[config.mk]
export PLATFORM = sky130hd
export DESIGN_NAME = flag_alu
export DESIGN_NICKNAME = d
export VERILOG_FILES = /design/src/rtl/flag_alu_pkg.sv /design/src/rtl/flag_alu_addsub.sv /design/src/rtl/flag_alu_logic.sv /design/src/rtl/flag_alu_zdet.sv /design/src/rtl/flag_alu.sv
export SDC_FILE = /design/constraint.sdc
export NUM_CORES = 1
export LEC_CHECK = 0
export BUFFER_PORTS_ARGS = -buffer_cell sky130_fd_sc_hd__buf_2
export CAP_MARGIN = 10
export CORE_MARGIN = 2
export CORE_UTILIZATION = 50
export DETAILED_ROUTE_END_ITERATION = 8
export GPL_TIMING_DRIVEN = 0
export PLACE_DENSITY = 0.81
export SYNTH_ARGS = -nofsm -noshare
export SYNTH_HDL_FRONTEND = slang
export SYNTH_SLANG_ARGS = --single-unit
[constraint.sdc]
create_clock -name vclk -period 6.44
set_input_delay 1.288 -clock vclk [all_inputs]
set_output_delay 1.288 -clock vclk [all_outputs]
set_load 0.02 [all_outputs]
[src/rtl/flag_alu_pkg.sv]
`timescale 1ns/1ps
package flag_alu_pkg;

    localparam int OP_W = 4;

    typedef enum logic [OP_W-1:0] {
        OP_AND = 4'd0,
        OP_OR  = 4'd1,
        OP_ADD = 4'd2,
        OP_SUB = 4'd6,
        OP_SLT = 4'd7,
        OP_NOR = 4'd12
    } alu_op_e;

endpackage

[src/rtl/flag_alu_addsub.sv]
`timescale 1ns/1ps
// Shared (N+1)-bit adder: computes A + B, or A + ~B + 1 when sub_i is set.
module flag_alu_addsub #(
    parameter int N = 32
) (
    input  logic [N-1:0] a_i,
    input  logic [N-1:0] b_i,
    input  logic         sub_i,
    output logic [N-1:0] sum_o,
    output logic         cout_o
);
    localparam int EXT_W = N + 1;

    logic [N-1:0]     b_eff;
    logic [EXT_W-1:0] sum_ext;

    always_comb begin
        b_eff   = sub_i ? ~b_i : b_i;
        sum_ext = {1'b0, a_i} + {1'b0, b_eff} + EXT_W'(sub_i);
        sum_o   = sum_ext[N-1:0];
        cout_o  = sum_ext[N];
    end
endmodule

[src/rtl/flag_alu_logic.sv]
`timescale 1ns/1ps
// Bitwise slice: per-bit AND, OR and NOR built by generate.
module flag_alu_logic #(
    parameter int N = 32
) (
    input  logic [N-1:0] a_i,
    input  logic [N-1:0] b_i,
    output logic [N-1:0] and_o,
    output logic [N-1:0] or_o,
    output logic [N-1:0] nor_o
);
    for (genvar i = 0; i < N; i++) begin : g_bit
        assign and_o[i] = a_i[i] & b_i[i];
        assign or_o[i]  = a_i[i] | b_i[i];
        assign nor_o[i] = ~(a_i[i] | b_i[i]);
    end
endmodule

[src/rtl/flag_alu_zdet.sv]
`timescale 1ns/1ps
// Zero detect on the selected result.
module flag_alu_zdet #(
    parameter int N = 32
) (
    input  logic [N-1:0] val_i,
    output logic         zero_o
);
    assign zero_o = ~|val_i;
endmodule

[src/rtl/flag_alu.sv]
`timescale 1ns/1ps
module flag_alu
    import flag_alu_pkg::*;
#(
    parameter int N = 32
) (
    input  logic [N-1:0]    opa_i,
    input  logic [N-1:0]    opb_i,
    input  logic [OP_W-1:0] op_i,
    output logic [N-1:0]    res_o,
    output logic            zero_o,
    output logic            cb_o
);
    logic [N-1:0] and_v, or_v, nor_v, sum_v;
    logic         cout;
    logic         use_sub;
    logic         less;

    // Subtract and compare share the same inverted-B adder path.
    assign use_sub = (op_i == OP_SUB) || (op_i == OP_SLT);

    flag_alu_addsub #(.N(N)) u_addsub (
        .a_i    (opa_i),
        .b_i    (opb_i),
        .sub_i  (use_sub),
        .sum_o  (sum_v),
        .cout_o (cout)
    );

    flag_alu_logic #(.N(N)) u_logic (
        .a_i   (opa_i),
        .b_i   (opb_i),
        .and_o (and_v),
        .or_o  (or_v),
        .nor_o (nor_v)
    );

    // Unsigned A < B is a borrow from A - B.
    assign less = ~cout;

    always_comb begin
        res_o = '0;
        cb_o  = 1'b0;
        unique case (op_i)
            OP_AND: res_o = and_v;
            OP_OR:  res_o = or_v;
            OP_NOR: res_o = nor_v;
            OP_ADD: begin
                res_o = sum_v;
                cb_o  = cout;
            end
            OP_SUB: begin
                res_o = sum_v;
                cb_o  = ~cout;
            end
            OP_SLT: res_o = {{(N-1){1'b0}}, less};
            default: begin
                res_o = '0;
                cb_o  = 1'b0;
            end
        endcase
    end

    flag_alu_zdet #(.N(N)) u_zdet (
        .val_i  (res_o),
        .zero_o (zero_o)
    );
endmodule

==> results.json <==
{
  "status": "completed",
  "vias": 4579,
  "synth-seq-area-share": 0,
  "drv_cap": 0,
  "max_clock_freq_ghz": 0.158,
  "hp-start": "op_i[2]",
  "antenna_found_initial": 0,
  "netlist_instances": 509,
  "worstSetupStartpointType": "primary input",
  "layout_min_cycle_time_ps": 6310,
  "initial_core_util": 0.514,
  "powerDensity_nw_per_um2": 115,
  "worst_pin_slew_ps": 1220,
  "setup.worst_path.start": "op_i[3]",
  "dieWidth_um": 87.3,
  "drtPass1Iterations": 5,
  "ant_nets": 0,
  "slew_headroom": 0.186,
  "numPortBuffers": 100,
  "drive_above_1_share": 0.280,
  "syn_area_per_cell_um2": 6.82,
  "track_usage": 0.328,
  "min_path_type": "primary input to primary output",
  "worst-setup-path-type": "primary input to primary output",
  "dieHeight_um": 87.3,
  "ys_types": 66,
  "routed_wl_mm": 13.3,
  "regArea_um2": 0,
  "fin_nets": 719,
  "power_uw": 504,
  "slowest_delay_ps": 390,
  "core_um2": 6760,
  "nClkBuffers": 0,
  "rows": 30,
  "crit_fanout": 10,
  "synth_nets": 611,
  "area_growth_pct": 25.9,
  "final-max-slew-violation-count": 0,
  "die_area_um2": 7630,
  "vias_per_cell": 6.59,
  "cp_data_arrival_time_ps": 5020,
  "ir_worst_vdd_mv": 0.0580,
  "path_common_cell": "buf_2",
  "critPathCaptureType": "primary output",
  "p_leak_nw": 1.79,
  "crit_slowest_cell": "ha_1",
  "drt_iter0_drc": 400,
  "grt_overflow_total": 0,
  "avgRoutedWirePerCell_um": 19.1,
  "postPlaceCellArea_um2": 4080,
  "dp_hpwl_mm": 10.4,
  "cp_cell_sequence": "buf_2 > nand3b_1 > buf_4 > buf_8 > xnor2_1 > ha_1 > a21o_1 > a31oi_1 > o21a_1 > o21ai_0 > or3_1 > a31o_2 > nor4_1 > nand4b_1 > nor4b_1 > and3b_1 > buf_2",
  "flops_and_latches": 0,
  "ios": 102,
  "route.detailed.drc": 0,
  "gp_congestion": 1.01,
  "hold_viol": 0,
  "grt_max_degree": 11,
  "period_share": 0.980,
  "synth_warnings": 0,
  "ctsHoldBuffers": 0,
  "syn_area_um2": 3470,
  "n_antenna_cell": 0,
  "setup_violations": 0,
  "grt_pass1_vias": 4001,
  "final_area_um2": 4370,
  "grt_pass1_wl_mm": 20.0,
  "worstPathRequired_ps": 5150
}
==> cells in the mapped netlist, drive strengths merged (6+ instances only) <==
| library cell | count | area share |
|---|---|---|
| a21oi | 54 | 0.078 |
| nand2 | 47 | 0.051 |
| o21ai | 40 | 0.058 |
| xnor2 | 40 | 0.10 |
| ha | 33 | 0.12 |
| nor2 | 33 | 0.036 |
| maj3 | 30 | 0.086 |
| nor3 | 30 | 0.043 |
| buf | 13 | 0.017 |
| clkbuf | 13 | 0.014 |
| nand3 | 10 | 0.016 |
| a211oi | 9 | 0.023 |
| a21o | 9 | 0.019 |
| xor2 | 9 | 0.023 |
| inv | 8 | 0.0086 |
| nand2b | 8 | 0.014 |
| nand4 | 8 | 0.016 |
| o211ai | 8 | 0.017 |
| and3 | 7 | 0.013 |
| o21a | 7 | 0.015 |
| a22oi | 6 | 0.013 |
==> final timing paths <==
| path | to | depth (start not counted) |
|---|---|---|
| hold / removal | cb_o | 4 |
| setup / recovery | zero_o | 17 |
==> power by group <==
group | switching, mW | internal (mW) | leakage, nW | total [mW]
clock | 0 | 0 | 0 | 0
sequential | 0 | 0 | 0 | 0
combinational | 0.306 | 0.199 | 1.79 | 0.504
==> routing by layer <==
layer / share of wire / track usage / routed length (um) / vias to the layer above
met3: 0.083 / 0.0408 / 1100 / 25
met1: 0.47 / 0.485 / 6180 / 2153
met4: 0.017 / 0.0671 / 227 / 0
met5: 0 / 0 / 0 / -
li1: - / - / - / 2162
met2: 0.43 / 0.506 / 5770 / 239
==> cells by family (layout without fill, tap and decap cells) <==
group | count (synthesis) | count (layout) | share of synthesized area
multiplexers | 4 | 4 | 0.0115
AND/OR/NAND/NOR | 180 | 180 | 0.270
buffers and inverters | 34 | 140 | 0.0396
XOR/XNOR | 49 | 49 | 0.124
adder cells (fa/ha/maj) | 64 | 64 | 0.211
AO/OA/AOI/OAI | 178 | 178 | 0.344
==> cell type report <==
class | count | area, um^2
tap | 80 | 100
buffer | 24 | 140
fill | 630 | 2380
inverter | 8 | 30.0
multi-input combinational | 475 | 3540
timing repair buffer | 108 | 558
==> worst max-delay path: cells and delay by family <==
| family | cells | cell delay [ps] |
|---|---|---|
| AND/OR/NAND/NOR | 6 | 1360 |
| AO/OA/AOI/OAI | 5 | 1190 |
| buffers and inverters | 4 | 660 |
| adder cells (fa/ha/maj) | 1 | 390 |
| XOR/XNOR | 1 | 140 |
==> layout by cell type (no fill, tap or decap), types with 7 or more instances in the layout <==
cell      Yosys  layout
nor3_1       30      29
nand3_1       9       9
xnor2_1      40      39
nand4_1       7       7
o211ai_1      8       8
nor2_1       33      32
ha_1         33      24
inv_1         8       8
nand2b_1      8       7
buf_2         8     108
ha_2          0       8
o21ai_0      40      36
a21o_1        9       9
buf_4         0       8
xor2_1        9       9
a21oi_1      54      49
clkbuf_1     13      10
maj3_1       30      30
nand2_1      47      44
==> timing repair <==
item	CTS	global route
pin swaps	1	14
setup endpoints to repair	5	1
buffers inserted	1	6
gates resized for setup	26	44
==> per-stage QoR <==
step	setup WS, ps	hold WS [ps]	TNS, ps	instances	util
after detailed placement	-808	3040	-1380	690	0.604
after CTS	9.35	3040	0	689	0.616
after global routing	-15.6	3090	-15.6	695	0.647
after global placement	-753	3030	-966	689	0.603
final	128	3050	0	695	0.647
after floorplan	26.3	2870	0	509	-
(Power assumes the default switching activity.)
